`src/rtl/jtag_tap_pkg.sv`:
```
`timescale 1ns/1ps
package jtag_tap_pkg;

  localparam int IR_W = 10;

  typedef enum logic [3:0] {
    ST_TLR, ST_RTI,
    ST_SEL_DR, ST_CAP_DR, ST_SH_DR, ST_EX1_DR, ST_PAU_DR, ST_EX2_DR, ST_UPD_DR,
    ST_SEL_IR, ST_CAP_IR, ST_SH_IR, ST_EX1_IR, ST_PAU_IR, ST_EX2_IR, ST_UPD_IR
  } tap_state_e;

  typedef enum logic [1:0] {
    DR_BYPASS, DR_IDCODE, DR_USER, DR_BOUND
  } dr_sel_e;

  localparam logic [IR_W-1:0] OPC_SAMPLE  = 10'b00_0000_0101;
  localparam logic [IR_W-1:0] OPC_EXTEST  = 10'b00_0000_1111;
  localparam logic [IR_W-1:0] OPC_BYPASS  = 10'b11_1111_1111;
  localparam logic [IR_W-1:0] OPC_USER    = 10'b00_0000_0111;
  localparam logic [IR_W-1:0] OPC_IDCODE  = 10'b00_0000_0110;
  localparam logic [IR_W-1:0] OPC_HIGHZ   = 10'b00_0000_1011;
  localparam logic [IR_W-1:0] IR_CAPTURE  = 10'b00_0000_0001;

endpackage

```
`src/rtl/jtag_tap_fsm.sv`:
```
`timescale 1ns/1ps
module jtag_tap_fsm
  import jtag_tap_pkg::*;
(
  input  logic       tck_i,
  input  logic       rst_ni,
  input  logic       tms_i,
  output tap_state_e state_o
);

  tap_state_e state_q, state_d;

  always_comb begin
    state_d = state_q;
    unique case (state_q)
      ST_TLR:    state_d = tms_i ? ST_TLR    : ST_RTI;
      ST_RTI:    state_d = tms_i ? ST_SEL_DR : ST_RTI;
      ST_SEL_DR: state_d = tms_i ? ST_SEL_IR : ST_CAP_DR;
      ST_CAP_DR: state_d = tms_i ? ST_EX1_DR : ST_SH_DR;
      ST_SH_DR:  state_d = tms_i ? ST_EX1_DR : ST_SH_DR;
      ST_EX1_DR: state_d = tms_i ? ST_UPD_DR : ST_PAU_DR;
      ST_PAU_DR: state_d = tms_i ? ST_EX2_DR : ST_PAU_DR;
      ST_EX2_DR: state_d = tms_i ? ST_UPD_DR : ST_SH_DR;
      ST_UPD_DR: state_d = tms_i ? ST_SEL_DR : ST_RTI;
      ST_SEL_IR: state_d = tms_i ? ST_TLR    : ST_CAP_IR;
      ST_CAP_IR: state_d = tms_i ? ST_EX1_IR : ST_SH_IR;
      ST_SH_IR:  state_d = tms_i ? ST_EX1_IR : ST_SH_IR;
      ST_EX1_IR: state_d = tms_i ? ST_UPD_IR : ST_PAU_IR;
      ST_PAU_IR: state_d = tms_i ? ST_EX2_IR : ST_PAU_IR;
      ST_EX2_IR: state_d = tms_i ? ST_UPD_IR : ST_SH_IR;
      ST_UPD_IR: state_d = tms_i ? ST_SEL_DR : ST_RTI;
      default:   state_d = ST_TLR;
    endcase
  end

  always_ff @(posedge tck_i or negedge rst_ni) begin
    if (!rst_ni) state_q <= ST_TLR;
    else         state_q <= state_d;
  end

  assign state_o = state_q;

  // run of consecutive TMS highs, saturating at five
  logic [2:0] hi_run_q;
  always_ff @(posedge tck_i or negedge rst_ni) begin
    if (!rst_ni)              hi_run_q <= 3'd0;
    else if (!tms_i)          hi_run_q <= 3'd0;
    else if (hi_run_q != 3'd5) hi_run_q <= hi_run_q + 3'd1;
  end

  p_five_ones_tlr_r1: assert property (@(posedge tck_i) disable iff (!rst_ni)
    (hi_run_q == 3'd5) |-> (state_q == ST_TLR));

  p_tlr_leave_r1: assert property (@(posedge tck_i) disable iff (!rst_ni)
    (state_q == ST_TLR && !tms_i) |=> (state_q == ST_RTI));

endmodule

```
`src/rtl/jtag_tap_ir.sv`:
```
`timescale 1ns/1ps
module jtag_tap_ir
  import jtag_tap_pkg::*;
(
  input  logic       tck_i,
  input  logic       rst_ni,
  input  tap_state_e state_i,
  input  logic       tdi_i,
  output logic       ir_tdo_o,
  output dr_sel_e    sel_o,
  output logic       extest_o,
  output logic       highz_o
);

  logic [IR_W-1:0] ir_sh_q, ir_q;

  always_ff @(posedge tck_i or negedge rst_ni) begin
    if (!rst_ni) begin
      ir_sh_q <= IR_CAPTURE;
      ir_q    <= OPC_IDCODE;
    end else begin
      unique case (state_i)
        ST_TLR:    ir_q    <= OPC_IDCODE;
        ST_CAP_IR: ir_sh_q <= IR_CAPTURE;
        ST_SH_IR:  ir_sh_q <= {tdi_i, ir_sh_q[IR_W-1:1]};
        ST_UPD_IR: ir_q    <= ir_sh_q;
        default: ;
      endcase
    end
  end

  assign ir_tdo_o = ir_sh_q[0];

  always_comb begin
    sel_o    = DR_BYPASS;
    extest_o = 1'b0;
    highz_o  = 1'b0;
    unique case (ir_q)
      OPC_EXTEST: begin sel_o = DR_BOUND; extest_o = 1'b1; end
      OPC_SAMPLE: sel_o = DR_BOUND;
      OPC_IDCODE: sel_o = DR_IDCODE;
      OPC_USER:   sel_o = DR_USER;
      OPC_HIGHZ:  highz_o = 1'b1;
      default:    sel_o = DR_BYPASS;
    endcase
  end

  p_ir_capture_r3: assert property (@(posedge tck_i) disable iff (!rst_ni)
    (state_i == ST_CAP_IR) |=> (ir_sh_q == IR_CAPTURE));

  p_ir_hold_r3: assert property (@(posedge tck_i) disable iff (!rst_ni)
    !(state_i inside {ST_UPD_IR, ST_TLR}) |=> $stable(ir_q));

  p_highz_bypass_r9: assert property (@(posedge tck_i) disable iff (!rst_ni)
    highz_o |-> (sel_o == DR_BYPASS && !extest_o));

endmodule

```
`src/rtl/jtag_tap_dr.sv`:
```
`timescale 1ns/1ps
module jtag_tap_dr
  import jtag_tap_pkg::*;
#(
  parameter int          BSR_LEN      = 24,
  parameter logic [31:0] IDCODE_VAL   = 32'h0A5C_30DD,
  parameter logic [31:0] USERCODE_VAL = '1
) (
  input  logic               tck_i,
  input  logic               rst_ni,
  input  tap_state_e         state_i,
  input  dr_sel_e            sel_i,
  input  logic               tdi_i,
  input  logic [BSR_LEN-1:0] pin_i,
  output logic               dr_tdo_o,
  output logic [BSR_LEN-1:0] bsr_data_o,
  output logic               bsr_capture_o,
  output logic               bsr_shift_o,
  output logic               bsr_update_o
);

  localparam int          WORD_W   = 32;
  localparam logic [31:0] ID_FIXED = {IDCODE_VAL[31:1], 1'b1};

  logic               byp_q;
  logic [WORD_W-1:0]  word_q;
  logic [BSR_LEN-1:0] bsr_sh_q, bsr_upd_q, bsr_next;

  generate
    if (BSR_LEN == 1) begin : g_bsr_single
      assign bsr_next = tdi_i;
    end else begin : g_bsr_chain
      assign bsr_next = {tdi_i, bsr_sh_q[BSR_LEN-1:1]};
    end
  endgenerate

  assign bsr_capture_o = (state_i == ST_CAP_DR) && (sel_i == DR_BOUND);
  assign bsr_shift_o   = (state_i == ST_SH_DR)  && (sel_i == DR_BOUND);
  assign bsr_update_o  = (state_i == ST_UPD_DR) && (sel_i == DR_BOUND);

  always_ff @(posedge tck_i or negedge rst_ni) begin
    if (!rst_ni) begin
      byp_q    <= 1'b0;
      word_q   <= '0;
      bsr_sh_q <= '0;
    end else if (state_i == ST_CAP_DR) begin
      unique case (sel_i)
        DR_BYPASS: byp_q    <= 1'b0;
        DR_IDCODE: word_q   <= ID_FIXED;
        DR_USER:   word_q   <= USERCODE_VAL;
        DR_BOUND:  bsr_sh_q <= pin_i;
        default: ;
      endcase
    end else if (state_i == ST_SH_DR) begin
      unique case (sel_i)
        DR_BYPASS:         byp_q    <= tdi_i;
        DR_IDCODE, DR_USER: word_q  <= {tdi_i, word_q[WORD_W-1:1]};
        DR_BOUND:          bsr_sh_q <= bsr_next;
        default: ;
      endcase
    end
  end

  always_ff @(posedge tck_i or negedge rst_ni) begin
    if (!rst_ni)           bsr_upd_q <= '0;
    else if (bsr_update_o) bsr_upd_q <= bsr_sh_q;
  end

  assign bsr_data_o = bsr_upd_q;

  always_comb begin
    unique case (sel_i)
      DR_IDCODE, DR_USER: dr_tdo_o = word_q[0];
      DR_BOUND:           dr_tdo_o = bsr_sh_q[0];
      default:            dr_tdo_o = byp_q;
    endcase
  end

  p_bypass_delay_r5: assert property (@(posedge tck_i) disable iff (!rst_ni)
    (state_i == ST_SH_DR && sel_i == DR_BYPASS) |=> (byp_q == $past(tdi_i)));

  p_idcode_lsb_r6: assert property (@(posedge tck_i) disable iff (!rst_ni)
    (state_i == ST_CAP_DR && sel_i == DR_IDCODE) |=> word_q[0]);

  p_upd_hold_r8: assert property (@(posedge tck_i) disable iff (!rst_ni)
    !bsr_update_o |=> $stable(bsr_data_o));

  p_capture_next_r11: assert property (@(posedge tck_i) disable iff (!rst_ni)
    bsr_capture_o |=> (state_i inside {ST_SH_DR, ST_EX1_DR}));

endmodule

```
`src/rtl/jtag_tap_ctrl.sv`:
```
`timescale 1ns/1ps
module jtag_tap_ctrl
  import jtag_tap_pkg::*;
#(
  parameter int          BSR_LEN      = 24,
  parameter logic [31:0] IDCODE_VAL   = 32'h0A5C_30DD,
  parameter logic [31:0] USERCODE_VAL = '1
) (
  input  logic               tck_i,
  input  logic               rst_ni,
  input  logic               tms_i,
  input  logic               tdi_i,
  output logic               tdo_o,
  output logic               tdo_oe_o,
  input  logic [BSR_LEN-1:0] pin_i,
  output logic [BSR_LEN-1:0] bsr_data_o,
  output logic               bsr_capture_o,
  output logic               bsr_shift_o,
  output logic               bsr_update_o,
  output logic               extest_o,
  output logic               highz_o
);

  tap_state_e state;
  dr_sel_e    sel;
  logic       ir_tdo, dr_tdo;

  jtag_tap_fsm u_fsm (
    .tck_i   (tck_i),
    .rst_ni  (rst_ni),
    .tms_i   (tms_i),
    .state_o (state)
  );

  jtag_tap_ir u_ir (
    .tck_i    (tck_i),
    .rst_ni   (rst_ni),
    .state_i  (state),
    .tdi_i    (tdi_i),
    .ir_tdo_o (ir_tdo),
    .sel_o    (sel),
    .extest_o (extest_o),
    .highz_o  (highz_o)
  );

  jtag_tap_dr #(
    .BSR_LEN      (BSR_LEN),
    .IDCODE_VAL   (IDCODE_VAL),
    .USERCODE_VAL (USERCODE_VAL)
  ) u_dr (
    .tck_i         (tck_i),
    .rst_ni        (rst_ni),
    .state_i       (state),
    .sel_i         (sel),
    .tdi_i         (tdi_i),
    .pin_i         (pin_i),
    .dr_tdo_o      (dr_tdo),
    .bsr_data_o    (bsr_data_o),
    .bsr_capture_o (bsr_capture_o),
    .bsr_shift_o   (bsr_shift_o),
    .bsr_update_o  (bsr_update_o)
  );

  // launch on the falling edge so the next device samples a settled value
  always_ff @(negedge tck_i or negedge rst_ni) begin
    if (!rst_ni) begin
      tdo_o    <= 1'b0;
      tdo_oe_o <= 1'b0;
    end else begin
      tdo_o    <= (state == ST_SH_IR) ? ir_tdo : dr_tdo;
      tdo_oe_o <= (state == ST_SH_IR) || (state == ST_SH_DR);
    end
  end

  p_oe_in_shift_r10: assert property (@(posedge tck_i) disable iff (!rst_ni)
    tdo_oe_o == (state inside {ST_SH_DR, ST_SH_IR}));

endmodule

```
`config.mk`:
```
export PLATFORM = sky130hd
export DESIGN_NAME = jtag_tap_ctrl
export DESIGN_NICKNAME = d
export VERILOG_FILES = /design/src/rtl/jtag_tap_pkg.sv /design/src/rtl/jtag_tap_fsm.sv /design/src/rtl/jtag_tap_ir.sv /design/src/rtl/jtag_tap_dr.sv /design/src/rtl/jtag_tap_ctrl.sv
export SDC_FILE = /design/constraint.sdc
export NUM_CORES = 1
export LEC_CHECK = 0
export ABC_AREA = 1
export BUFFER_PORTS_ARGS = -buffer_cell sky130_fd_sc_hd__buf_4
export CORE_ASPECT_RATIO = 1.5
export CORE_MARGIN = 1.5
export CORE_UTILIZATION = 40
export CTS_CLUSTER_SIZE = 28
export DETAILED_ROUTE_END_ITERATION = 6
export GPL_TIMING_DRIVEN = 0
export PLACE_DENSITY = 0.55
export SYNTH_ARGS = -nofsm -noshare
export SYNTH_HDL_FRONTEND = slang
export SYNTH_HIERARCHICAL = 1
export SYNTH_SLANG_ARGS = --single-unit
```
`constraint.sdc`:
```
create_clock -name tck_i -period 5.25 [get_ports tck_i]
set_input_delay 0.525 -clock tck_i [delete_from_list [all_inputs] [get_ports tck_i]]
set_output_delay 0.525 -clock tck_i [all_outputs]
set_load 0.05 [all_outputs]
```
==> metrics.txt <==
GR Util All Layers=18.90%; commonest cells after routing, fill and taps aside=sky130_fd_sc_hd__nand2_1, sky130_fd_sc_hd__dfrtp_1, sky130_fd_sc_hd__nand3_1; most common cell after layout, fill and taps aside=sky130_fd_sc_hd__nand2_1; summed instance area of the synthesized netlist=5320 µm²; result of the run=completed; CP Launch Type=register; pwr/cell area=481.1 nW/µm²; worst r2r src=u_ir/ir_q[1]; Antenna Diode Count=0; Max clock buf depth=2; die width=97.17 µm; end of the worst register-to-register path=tdo_o; hold violation total from the final report=0; routed wirelength normalized by instance count=13.30 µm; global routing usage on met2=33.86%; maximum number of pins on one net before global-route repair=108; gpl congestion=0.7338; Die Y=144.2 µm; worst slew pin tran=0.6202 ns; GR peak layer=met2; leading area contributor after synthesis=sky130_fd_sc_hd__dfrtp_1; number of I/O port buffers=58; Max Fanout on Critical Path=11; Max-slew headroom=58.66%; standard cell area after detailed placement=5954 µm²; global routing usage on met3=2.755%; 1st-pass router iterations=4; maxcap violations=0; via count=4,570; worst reg-to-reg path cell count=10; Finished Cell Area=6306 µm²; Fin Hold WS=0.02079 ns; Crit Path Category=reg2reg; GRT Residual Overflow=0; critical path endpoint category=register; Clock Tree Root=sky130_fd_sc_hd__clkbuf_16; RSZ-0062 raised after global routing=no; distinct cell type count after synthesis=29; clock tree from TritonCTS=built; required time at the endpoint of the critical path=2.82 ns; slack of the worst reg-to-reg path=0.45 ns; leakage=3.534 nW; portion of the post-synthesis area used by sequential elements=50.40%; per-instance average area after synthesis=7.644 µm²; share of cells above drive strength 1=18.31%; antenna violations before repair=0; layout overhead on the synthesized area=18.53%; number of buffers inserted by post-CTS setup repair=0; worst skew pair latency=0.34 ns; met1 track demand over resource in global routing=23.80%; top area cells in the synthesized netlist=sky130_fd_sc_hd__dfrtp_1, sky130_fd_sc_hd__nand2_1, sky130_fd_sc_hd__nand3_1; Max VDD drop=0.0002798 V; number of cells produced by synthesis=696; Arrival @ worst endpoint=2.37 ns; max-slew violation count=0; hold buffers post-CTS=0; total wirelength of the detailed-routed design=12.36 mm; die area=14,020 µm²; first-pass GRT wire length=21.84 mm; via-per-instance ratio=4.919; depth of the CTS H-tree=3; Post-Synthesis Net Count=729; worst-case clock skew=0.007919 ns; post-CTS sizing=0; Placement Setup Slack=0.2524 ns; post-detailed-placement half-perimeter wirelength=8.497 mm; worst hold path type=in2async; via count of the first global-routing pass=4,686; Final setup violation count=0; starting DRC count in detailed routing=262; Antenna Nets Post-Route=0; Row Count=51; effective utilization at floorplan=41.07%; DRC violation count after routing=0; Synth warnings=6; layout net count=798; Fin Setup TNS=0 ns; flop and latch count out of synthesis=107; area share of the largest cell type after synthesis=47.98%; core occupancy in the finished layout=48.68%; number of buffers created by CTS=9; Final Worst Setup Slack=0.4526 ns; standard cell core area=12,950 µm²; count of pins on the block boundary=59; clock-pin slew on the worst setup and hold paths=0.07 ns; # clock sinks=107
## kinds of logic after synthesis
kind of cell	Yosys count	share of synthesized area [%]
compound gates	31	3.081
fa+ha+maj	5	1.176
buf+inv	71	6.397
flops	107	50.40
simple gates	482	38.95
## critical path, stage by stage, from the launching register on
cell                      delay, ns
sky130_fd_sc_hd__dfstp_2       0.56
sky130_fd_sc_hd__nand2_1       0.08
sky130_fd_sc_hd__nor2_1        0.19
sky130_fd_sc_hd__nand3_1       0.15
sky130_fd_sc_hd__nand2_1       0.16
sky130_fd_sc_hd__inv_1         0.09
sky130_fd_sc_hd__ha_1          0.47
sky130_fd_sc_hd__nand2_1       0.13
sky130_fd_sc_hd__a22oi_1       0.08
sky130_fd_sc_hd__nand2_1       0.07
sky130_fd_sc_hd__nand2_1       0.05
## per-layer routing
layer | vias up | wire (µm)
met5 | - | 0
met4 | 0 | 95
met3 | 9 | 473
met2 | 97 | 6172
met1 | 2149 | 5615
li1 | 2315 | -
## how the worst max path moves through the flow
stage | to | cells past startpoint | start | slack (ns)
2_1_floorplan | tdo_o | 11 | u_ir/ir_q[1] | 0.65
3_3_place_gp | tdo_o | 11 | u_ir/ir_q[1] | 0.28
3_5_place_dp | tdo_o | 11 | u_ir/ir_q[1] | 0.25
4_1_cts | tdo_o | 11 | u_ir/ir_q[1] | 0.24
5_1_grt | tdo_o | 11 | u_ir/ir_q[5] | 0.15
6_report | tdo_o | 10 | u_ir/ir_q[1] | 0.45
## registers in the layout (all words and copies together) (netlist names)
signal and count:
tdo_o 1, tdo_oe_o 1, u_dr/bsr_data_o 24, u_dr/bsr_sh_q 24, u_dr/byp_q 1, u_dr/word_q 32
u_fsm/state_o 4, u_ir/ir_q 10, u_ir/ir_sh_q 10
## per-stage QoR
step,power (mW),cells
after floorplan,2.016,696
after global placement,2.284,913
after detailed placement,2.320,913
after CTS,3.068,929
after global routing,3.283,929
final,3.034,929
## synthesized netlist by cell type, drive strengths merged
cell    number
o21bai       1
a22oi        1
inv         38
nand2      337
clkinv       1
nand4        3
buf         25
dfrtn        2
clkbuf       7
o21ai       25
dfrtp      102
nand3       97
nor2        44
ha           5
a21oi        4
or2          1
dfstp        3
## power breakdown
part	leakage [nW]	total, mW	switching, mW	internal (mW)
clock	0.156	0.730	0.308	0.422
sequential	1.44	1.21	0.176	1.04
combinational	1.93	1.09	0.723	0.367
## layout make-up
cell class / count / area [µm²]
clock inverters: 7 / 98.84
fillers: 1318 / 6648
plain buffers: 31 / 190.2
clock buffers: 9 / 225.2
flip-flops and latches: 107 / 2681
inverters: 39 / 146.4
multi-input cells: 518 / 2298
repair buffers: 59 / 466.7
well taps: 159 / 198.9
Note: power is estimated with default switching activity, not from simulation.
